**config.mk**
```make
export PLATFORM = sky130hd
export DESIGN_NAME = mmr_overlay
export DESIGN_NICKNAME = d
export VERILOG_FILES = /design/src/rtl/mmr_ovl_pkg.sv /design/src/rtl/mmr_ovl_decode.sv /design/src/rtl/mmr_ovl_regs.sv /design/src/rtl/mmr_ovl_rdmux.sv /design/src/rtl/mmr_overlay.sv
export SDC_FILE = /design/constraint.sdc
export NUM_CORES = 2
export LEC_CHECK = 0
export BUFFER_PORTS_ARGS = -buffer_cell sky130_fd_sc_hd__buf_2
export CORE_AREA = 2 2 437 482
export DETAILED_ROUTE_END_ITERATION = 8
export DIE_AREA = 0 0 439 484
export PLACE_DENSITY_LB_ADDON = 0.05
export SLEW_MARGIN = 30
export SYNTH_ARGS = -nofsm -noshare
export SYNTH_HDL_FRONTEND = slang
export SYNTH_SLANG_ARGS = --single-unit
```
**constraint.sdc**
```tcl
create_clock -name clk -period 94.9 [get_ports clk]
set_input_delay 9.49 -clock clk [delete_from_list [all_inputs] [get_ports clk]]
set_output_delay 9.49 -clock clk [all_outputs]
set_load 0.05 [all_outputs]
```
**src/rtl/mmr_ovl_pkg.sv**
```systemverilog
package mmr_ovl_pkg;
  localparam int WORD_W       = 64;
  localparam int SPAN_W       = 5;
  localparam int NUM_IDX      = 16;
  localparam int IDX_W        = $clog2(NUM_IDX);
  // big-endian field positions converted to data indices
  localparam int CHAN_HI      = WORD_W - 1 - 12;
  localparam int CHAN_LO      = WORD_W - 1 - 18;
  localparam int CHAN_W       = CHAN_HI - CHAN_LO + 1;
  localparam int SIGN_HI      = WORD_W - 1;
  localparam int SIGN_LO      = WORD_W - 1 - 7;
  localparam int SIGN_W       = SIGN_HI - SIGN_LO + 1;
  localparam int MASK_ONE_LO  = WORD_W - 1 - 19;
  localparam int MASK_WR_HI   = WORD_W - 1 - 20;
  localparam int MASK_WR_LO   = WORD_W - 1 - 47;
  localparam int MASK_WR_W    = MASK_WR_HI - MASK_WR_LO + 1;

  typedef enum logic [3:0] {
    SEL_MEM, SEL_ZERO, SEL_CHAN, SEL_ACCL, SEL_ACCR, SEL_ACCS,
    SEL_MASK, SEL_REM, SEL_FAC, SEL_IDX, SEL_RSVD
  } sel_e;

  typedef struct packed {
    logic             special;
    sel_e             sel;
    logic [IDX_W-1:0] idx;
  } dec_t;
endpackage

```
**src/rtl/mmr_ovl_decode.sv**
```systemverilog
module mmr_ovl_decode
  import mmr_ovl_pkg::*;
#(
  parameter int ADDR_W = 16
) (
  input  logic [ADDR_W-1:0] addr,
  output dec_t              dec
);
  logic [SPAN_W-1:0] low;

  always_comb begin
    low         = addr[SPAN_W-1:0];
    dec.special = (addr[ADDR_W-1:SPAN_W] == '0);
    dec.idx     = low[IDX_W-1:0];
    dec.sel     = SEL_MEM;
    if (dec.special) begin
      if (low[SPAN_W-1]) begin
        dec.sel = SEL_IDX;
      end else begin
        case (low[SPAN_W-2:0])
          4'd0:    dec.sel = SEL_ZERO;
          4'd5:    dec.sel = SEL_CHAN;
          4'd8:    dec.sel = SEL_ACCL;
          4'd9:    dec.sel = SEL_ACCR;
          4'd10:   dec.sel = SEL_ACCS;
          4'd12:   dec.sel = SEL_MASK;
          4'd13:   dec.sel = SEL_REM;
          4'd14:   dec.sel = SEL_FAC;
          default: dec.sel = SEL_RSVD;
        endcase
      end
    end
  end
endmodule

```
**src/rtl/mmr_ovl_regs.sv**
```systemverilog
module mmr_ovl_regs
  import mmr_ovl_pkg::*;
(
  input  logic                           clk,
  input  logic                           rst_n,
  input  logic                           wr_en,
  input  dec_t                           dec,
  input  logic [WORD_W-1:0]              wdata,
  input  logic                           chan_ld,
  input  logic [CHAN_W-1:0]              chan_val,
  input  logic                           div_ld,
  input  logic [WORD_W-1:0]              div_val,
  input  logic                           fac_ld,
  input  logic [WORD_W-1:0]              fac_val,
  input  logic                           acc_ld,
  input  logic [WORD_W-1:0]              acc_lval,
  input  logic [WORD_W-1:0]              acc_rval,
  input  logic [SIGN_W-1:0]              acc_sval,
  output logic [CHAN_W-1:0]              chan_q,
  output logic [WORD_W-1:0]              accl_q,
  output logic [WORD_W-1:0]              accr_q,
  output logic [SIGN_W-1:0]              accs_q,
  output logic [MASK_WR_W-1:0]           mask_q,
  output logic [WORD_W-1:0]              rem_q,
  output logic [WORD_W-1:0]              fac_q,
  output logic [NUM_IDX-1:0][WORD_W-1:0] idx_q
);
  logic pw;
  logic accl_en, accr_en, accs_en, mask_en;
  logic [WORD_W-1:0]    accl_d, accr_d;
  logic [SIGN_W-1:0]    accs_d;
  logic [MASK_WR_W-1:0] mask_d;

  // next-state: internal strobes take priority over program stores
  always_comb begin
    pw      = wr_en && dec.special;
    accl_en = acc_ld || (pw && dec.sel == SEL_ACCL);
    accr_en = acc_ld || (pw && dec.sel == SEL_ACCR);
    accs_en = acc_ld || (pw && dec.sel == SEL_ACCS);
    mask_en = pw && dec.sel == SEL_MASK;
    accl_d  = acc_ld ? acc_lval : wdata;
    accr_d  = acc_ld ? acc_rval : wdata;
    accs_d  = acc_ld ? acc_sval : wdata[SIGN_HI:SIGN_LO];
    mask_d  = wdata[MASK_WR_HI:MASK_WR_LO];
  end

  always_ff @(posedge clk or negedge rst_n) begin
    if (!rst_n) begin
      chan_q <= '0;
      accl_q <= '0;
      accr_q <= '0;
      accs_q <= '0;
      mask_q <= '0;
      rem_q  <= '0;
      fac_q  <= '0;
    end else begin
      if (chan_ld) chan_q <= chan_val;
      if (accl_en) accl_q <= accl_d;
      if (accr_en) accr_q <= accr_d;
      if (accs_en) accs_q <= accs_d;
      if (mask_en) mask_q <= mask_d;
      if (div_ld)  rem_q  <= div_val;
      if (fac_ld)  fac_q  <= fac_val;
    end
  end

  for (genvar i = 0; i < NUM_IDX; i++) begin : g_idx
    logic en;
    always_comb en = pw && dec.sel == SEL_IDX && dec.idx == IDX_W'(i);
    always_ff @(posedge clk or negedge rst_n) begin
      if (!rst_n)  idx_q[i] <= '0;
      else if (en) idx_q[i] <= wdata;
    end
  end

  assert_chan_hold_R4: assert property (@(posedge clk) disable iff (!rst_n)
    !chan_ld |=> $stable(chan_q));
  assert_rem_hold_R5: assert property (@(posedge clk) disable iff (!rst_n)
    !div_ld |=> $stable(rem_q));
  assert_fac_hold_R6: assert property (@(posedge clk) disable iff (!rst_n)
    !fac_ld |=> $stable(fac_q));
  assert_acc_wins_R9: assert property (@(posedge clk) disable iff (!rst_n)
    acc_ld |=> (accl_q == $past(acc_lval) && accs_q == $past(acc_sval)));
endmodule

```
**src/rtl/mmr_ovl_rdmux.sv**
```systemverilog
module mmr_ovl_rdmux
  import mmr_ovl_pkg::*;
(
  input  dec_t                           dec,
  input  logic [CHAN_W-1:0]              chan_q,
  input  logic [WORD_W-1:0]              accl_q,
  input  logic [WORD_W-1:0]              accr_q,
  input  logic [SIGN_W-1:0]              accs_q,
  input  logic [MASK_WR_W-1:0]           mask_q,
  input  logic [WORD_W-1:0]              rem_q,
  input  logic [WORD_W-1:0]              fac_q,
  input  logic [NUM_IDX-1:0][WORD_W-1:0] idx_q,
  input  logic [WORD_W-1:0]              mem_rdata,
  output logic [WORD_W-1:0]              rd_data
);
  logic [WORD_W-1:0] sp;

  always_comb begin
    sp = '0;
    case (dec.sel)
      SEL_CHAN: sp[CHAN_HI:CHAN_LO] = chan_q;
      SEL_ACCL: sp = accl_q;
      SEL_ACCR: sp = accr_q;
      SEL_ACCS: sp[SIGN_HI:SIGN_LO] = accs_q;
      SEL_MASK: begin
        sp[WORD_W-1:MASK_ONE_LO]      = '1;
        sp[MASK_WR_HI:MASK_WR_LO]     = mask_q;
      end
      SEL_REM:  sp = rem_q;
      SEL_FAC:  sp = fac_q;
      SEL_IDX:  sp = idx_q[dec.idx];
      default:  sp = '0;
    endcase
    rd_data = dec.special ? sp : mem_rdata;
  end
endmodule

```
**src/rtl/mmr_overlay.sv**
```systemverilog
module mmr_overlay
  import mmr_ovl_pkg::*;
#(
  parameter int ADDR_W = 16
) (
  input  logic              clk,
  input  logic              rst_n,
  input  logic              req_valid,
  input  logic              req_write,
  input  logic [ADDR_W-1:0] req_addr,
  input  logic [63:0]       req_wdata,
  output logic [63:0]       rd_data,
  output logic              mem_en,
  output logic              mem_we,
  output logic [ADDR_W-1:0] mem_addr,
  output logic [63:0]       mem_wdata,
  input  logic [63:0]       mem_rdata,
  input  logic              chan_ld,
  input  logic [6:0]        chan_val,
  input  logic              div_ld,
  input  logic [63:0]       div_val,
  input  logic              fac_ld,
  input  logic [63:0]       fac_val,
  input  logic              acc_ld,
  input  logic [63:0]       acc_lval,
  input  logic [63:0]       acc_rval,
  input  logic [7:0]        acc_sval
);
  localparam logic [ADDR_W-1:0] SPAN_END = ADDR_W'(1 << SPAN_W);

  logic [1:0] rst_pipe;
  logic       rst_sync_n;
  dec_t       dec;
  logic       prog_wr;

  logic [CHAN_W-1:0]              chan_q;
  logic [WORD_W-1:0]              accl_q, accr_q, rem_q, fac_q;
  logic [SIGN_W-1:0]              accs_q;
  logic [MASK_WR_W-1:0]           mask_q;
  logic [NUM_IDX-1:0][WORD_W-1:0] idx_q;

  // asynchronous assert, synchronous release
  always_ff @(posedge clk or negedge rst_n) begin
    if (!rst_n) rst_pipe <= '0;
    else        rst_pipe <= {rst_pipe[0], 1'b1};
  end
  assign rst_sync_n = rst_pipe[1];

  mmr_ovl_decode #(.ADDR_W(ADDR_W)) u_dec (.addr(req_addr), .dec(dec));

  always_comb begin
    prog_wr   = req_valid && req_write;
    mem_en    = req_valid && !dec.special;
    mem_we    = mem_en && req_write;
    mem_addr  = req_addr;
    mem_wdata = req_wdata;
  end

  mmr_ovl_regs u_regs (
    .clk(clk), .rst_n(rst_sync_n), .wr_en(prog_wr), .dec(dec), .wdata(req_wdata),
    .chan_ld(chan_ld), .chan_val(chan_val), .div_ld(div_ld), .div_val(div_val),
    .fac_ld(fac_ld), .fac_val(fac_val), .acc_ld(acc_ld), .acc_lval(acc_lval),
    .acc_rval(acc_rval), .acc_sval(acc_sval), .chan_q(chan_q), .accl_q(accl_q),
    .accr_q(accr_q), .accs_q(accs_q), .mask_q(mask_q), .rem_q(rem_q),
    .fac_q(fac_q), .idx_q(idx_q)
  );

  mmr_ovl_rdmux u_mux (
    .dec(dec), .chan_q(chan_q), .accl_q(accl_q), .accr_q(accr_q), .accs_q(accs_q),
    .mask_q(mask_q), .rem_q(rem_q), .fac_q(fac_q), .idx_q(idx_q),
    .mem_rdata(mem_rdata), .rd_data(rd_data)
  );

  assert_special_no_mem_R1: assert property (@(posedge clk) disable iff (!rst_sync_n)
    (req_valid && req_addr < SPAN_END) |-> (!mem_en && !mem_we));
  assert_mem_pass_R1: assert property (@(posedge clk) disable iff (!rst_sync_n)
    (req_valid && req_addr >= SPAN_END) |->
      (mem_en && mem_we == req_write && mem_addr == req_addr && rd_data == mem_rdata));
  assert_zero_read_R2: assert property (@(posedge clk) disable iff (!rst_sync_n)
    (req_valid && req_addr == '0) |-> rd_data == '0);
  assert_mask_fixed_R3: assert property (@(posedge clk) disable iff (!rst_sync_n)
    (req_valid && req_addr == ADDR_W'(12)) |->
      (rd_data[63:44] == '1 && rd_data[15:0] == '0));
endmodule

```
# After elaboration in Yosys (flattened, before gate mapping)
# Memories as Yosys holds them, arrays and structs flattened.
# Cells that the tools add are included.
# totals
latch_bits,0
reg_bits,1325
mem_count,1
elab_cells,93
out_inout_bits,146
romBits,64
ramBits,0
input_bits,423
# op_classes
order_cmp,1
n_addsub,0
multipliers,0
bitwise_logic,0
n_shift,0
n_reduce_logical,31
eq_ne,23
muxes,13
div_mod_pow,0
# mem_list
name,depth,word_bits,rd,rd_ports_with_merged_regs,write_ports,line,source
(name not given),16,4,1,0,0,mmr_ovl_decode.sv:20,case (low[SPAN_W-2:0])
# op_table
operator,n
binary-select mux 64 bit (select 4 bit),1
two-way mux 64 bit,4
case mux 29 bit (6 select lines),1
case mux 16 bit (5 select lines),1
case mux 8 bit (7 select lines),1
case mux 7 bit (7 select lines),1
== test 4 bit (second input constant),10
== test 4 x 3 -> 1 bit (second input constant),8
logical AND 1 bit,25
case mux 4 bit (6 select lines),1
== test 4 x 2 -> 1 bit (second input constant),4
logical NOT 11 bit,1
two-way mux 4 bit,2
two-way mux 8 bit,1
< comparator 4 x 5 -> 1 bit (second input constant),1
== test 4 x 1 -> 1 bit (second input constant),1
logical NOT 4 bit,1
logical OR 1 bit,3
logical NOT 1 bit,1

# Longest topological paths before layout
# An unclocked memory read counts as a cell.
# logic_depth
word_depth,6
mapped_depth,17
depth_no_buf,8

# Cells and area by module
# Synthesis repeated with hierarchy kept, for this count alone.
# unflattened
cells_unflattened,4551
area_unflattened_um2,63629.8
# modules_own_cells
mod,n_inst,area_per_inst_um2,seq_area_each_um2,cells_each
mmr_ovl_regs,1,51577.0,33106.8,3410
mmr_ovl_rdmux,1,11114.4,0.0,1021
mmr_overlay,1,675.6,50.0,86
mmr_ovl_decode,1,262.8,0.0,34

# Worst setup path before layout
# No wires, ideal clock.
# synth_path
path_kind,input -> output
start,in req_addr[0]
end,out rd_data[28]
cell_stages,15
t_required_ps,85410
slack_ps,71628
arrival_time_ps,13782
n_path_buf,7
path_cell_list,clkbuf_1 > buf_2 > buf_2 > buf_1 > inv_1 > ha_1 > clkbuf_2 > or3b_1 > o311a_1 > clkbuf_1 > clkbuf_1 > nand2_1 > a21oi_1 > a221oi_1 > o21ai_0
# synth_between
elab_chain_len,6
word_cells_on_any_way,13
classes_between,6 x eq/ne; 6 x mux; 1 x memory
# synth_rtl
item,line,source
from (decl),mmr_overlay.sv:10,"input logic [ADDR_W-1:0] req_addr,"
memory read (16 x 4 bit),-,
two-way mux 4 bit,mmr_ovl_decode.sv:17,if (low[SPAN_W-1]) begin
two-way mux 4 bit,mmr_ovl_decode.sv:16,if (dec.special) begin
"== test 4 bit, or another cell as far along",mmr_ovl_rdmux.sv:20,case (dec.sel)
case mux 29 bit (6 select lines) (*),mmr_ovl_rdmux.sv:20,
two-way mux 64 bit (*),mmr_ovl_rdmux.sv:34,rd_data = dec.special ? sp : mem_rdata;
to (decl),mmr_overlay.sv:12,"output logic [63:0] rd_data,"
# Mark *: on every way between the ends. The rest lies on a longest branch, timed or not. The select of a mux whose other input is x is not followed.

# Worst setup path in the final report
# layout_path
start,in req_addr[1]
end,out rd_data[42]
# The elaborated chain is that of the path after synthesis.

==> metrics.yaml <==
status:
  outcome: "finished clean"
power:
  intPower_mw: 0.976
  p_seq_frac: 0.445
  power.density_nw_per_um2: 18.2
  p_clk_frac: 0.480
  sw_frac_of_total: 0.259
  p_comb_frac: 0.076
  peakVddDrop_mv: 0.0158
  p_sw_mw: 0.342
  cellLeakagePower_nw: 34.2
placement:
  hpwl_microns: 166000
  pre_cts_slack_ns: 71.31
  place_congestion: 0.865
  port_buffers: 568
clock_network:
  numCtsBuffers: 161
  hold_buffers: 0
  cts_tree: "built"
  path_clk_slew_ns: 0.06
  ctsResizeCount: 0
  htreeDepth: 4
  clk_latency_ns: 0.83
  cts_sinks: 1325
  cts_setup_buffers: 0
  clockBufferDepth: 3
  root_buffer: "clkbuf_16"
route:
  dr_wl_met2_microns: 125000
  ant_nets: 0
  drc: 0
  highest_layer: "met5"
  vias: 39800
  via_per_inst: 5.27
  wl_met3_microns: 11600
  wl_met1_microns: 112000
  routed_wl_microns: 256000
  first_pass_iters: 5
  routedWlPerCell_microns: 33.9
  drtIter0Drc: 2635
logic_synthesis:
  seq_area_frac_synth: 0.535
  synth.distinct_cells: 53
  synth_top_area_frac: 0.535
  synth_top_area_cell: "dfrtp_1"
  synth.area.top_cells: "dfrtp_1 53%, mux2_2 18%, mux4_2 10%"
  synth-seq-cells: 1325
  synth_edf_count: 0
  syn_inst: 4336
  synthFlopType: "dfrtp_1"
  async_flop_share: 1.00
  synth.avg_cell_area_sq_um: 14.3
  yosys_warnings: 0
  synth_nets: 4764
  netlist_area_sq_um: 62000
cells_and_area:
  area_delta_synth_final_pct: 16.9
  nets: 5077
  n_fill_cell: 20400
  final_cell_mix: "1324 x dfrtp_1, 998 x mux2_2, 561 x buf_2, 280 x mux4_2, 220 x nand2_1"
  register_area_sq_um: 33200
  layout_commonest_cell: "dfrtp_1"
  drive_above_1_share: 0.470
  multi_input_area_sq_um: 26600
die:
  initial_utilization: 0.298
  die-area_sq_um: 212000
  ioPinCount: 569
  core_sq_um: 208000
  die_h_microns: 484
  rows: 176
  die_w_microns: 439
setup_path:
  critPathSlowestCell: "buf_4"
  path_max_fanout: 91
  cp.arrival_ns: 14.02
  crit_chain: "buf_8, buf_4, buf_12, buf_4, mux4_2, a22oi_1, a21oi_1, o21ai_1, o21ai_0, buf_2"
  cp_common_cell: "buf_4"
  timing.critical_path.max_delay_family: "buffers and inverters"
  cpPeakStageDelay_ns: 0.80
  required_ns: 85.41
  worstSetupEndpointType: "primary output"
  r2r_cells: 4
  crit_cells: 10
  crit_type: "input port to primary output"
  cp_num_buf_inv: 5
  critPathLaunchType: "input port"
global_route:
  grt_start_max_net_pins: 163
  grt_pass1_vias: 42200
  antenna_found_initial: 38
  grt_usage: 0.239
  grt_overflow: 0
  grt_pass1_wl_microns: 355000
sta:
  fmax_mhz: 42.5
  hold_viol_final: 0
  tns_ns: 0
  fin_skew_ns: 0.0309
  min_period_ns: 23.51
  setup_violations: 0
  period_share: 0.248
  holdWs_ns: 0.349
  setup_ws_ns: 71.39
  relSlewSlack: 0.289
  drv_slew: 0
  tightestPinTransition_ns: 1.07
  rsz0062_at_grt: "false"
job:
  maxCapViolCount: 0
hold_path:
  hp-class: "register to asynchronous set/reset pin"
-- state kept, by name, indices dropped and copies added (netlist names), 7 cells and up --
register,flops
u_regs.accl_q,64
u_regs.accr_q,64
u_regs.accs_q,8
u_regs.chan_q,7
u_regs.fac_q,64
u_regs.idx_q,1024
u_regs.mask_q,28
u_regs.rem_q,64
-- cell families after synthesis --
family | after synthesis | share of synthesized area
simple gates | 357 | 0.0273
buf+inv | 516 | 0.0398
compound gates | 513 | 0.0548
other cells | 1 | 0.0000605
mux | 1619 | 0.342
flops | 1325 | 0.535
fa+ha+maj | 5 | 0.00101
-- final cells by class --
| cell class | instances | area share |
|---|---|---|
| repair buffers | 662 | 0.0531 |
| clock inverters | 45 | 0.00636 |
| well taps | 2759 | 0.0476 |
| clock buffers | 248 | 0.0677 |
| flip-flops and latches | 1325 | 0.458 |
| multi-input cells | 2495 | 0.367 |
| diodes | 13 | 0.000449 |
| inverters | 4 | 0.000207 |
-- through the flow --
step                       util  area [sq um]  cells  total power, mW
after floorplan               -         62000   4336            0.652
after global placement    0.321         66800   7234            0.698
after detailed placement  0.322         66900   7241            0.697
after CTS                 0.347         72300   7534             1.34
after global routing      0.348         72400   7542             1.37
final                     0.348         72500   7551             1.32
-- Yosys cell counts, types with 3 or more instances --
library cell	instances
nor3_1	21
nor4_1	4
mux2_2	998
nand3_2	5
buf_6	19
o2bb2ai_1	5
nor2b_1	6
mux4_2	280
a22o_1	47
dfrtp_1	1325
inv_1	4
clkbuf_1	279
a2bb2oi_1	7
nor2_1	37
nand2b_1	7
a21oi_1	78
and3_1	3
a221o_1	12
o21ai_0	172
nand4_1	5
nand2_2	3
buf_4	80
buf_1	64
nand2_1	220
mux2i_1	144
mux2_1	197
nand3_4	9
a221oi_1	27
ha_1	5
a32oi_1	28
a211oi_1	11
and2_1	8
buf_2	69
o22ai_1	11
a22oi_1	95
a31oi_1	4
o21ai_1	5
nand3_1	22
-- power by group through the flow --
| stage | clock network [mW] | registers, mW | logic [mW] |
|---|---|---|---|
| finish | 0.632 | 0.586 | 0.0998 |
| global route | 0.673 | 0.586 | 0.107 |
| CTS | 0.651 | 0.586 | 0.102 |
| detailed placement | 0 | 0.596 | 0.101 |
| global placement | 0 | 0.596 | 0.101 |
| floorplan | 0 | 0.600 | 0.0516 |
-- metal layers --
layer	GRT usage	vias up
li1	-	16700
met1	0.319	21700
met2	0.399	1090
met3	0.0396	305
met4	0.0682	12
met5	0	-
-- path summary, 6_finish.rpt --
check | start | end | slack (ns)
worst max-delay path | req_addr[1] | rd_data[42] | 71.39
worst min-delay path | rst_pipe[1]$_DFF_PN0_ | u_regs.idx_q[971]$_DFFE_PN0P_ | 0.35
worst max register to register | rst_pipe[1]$_DFF_PN0_ | u_regs.idx_q[174]$_DFFE_PN0P_ | 90.82
worst min register to register | rst_pipe[1]$_DFF_PN0_ | u_regs.idx_q[971]$_DFFE_PN0P_ | 0.35
max in group asynchronous | rst_n | rst_pipe[1]$_DFF_PN0_ | 86.28
min in group clk | rst_pipe[0]$_DFF_PN0_ | rst_pipe[1]$_DFF_PN0_ | 0.35
No activity file was read; power rests on OpenSTA's default activity.
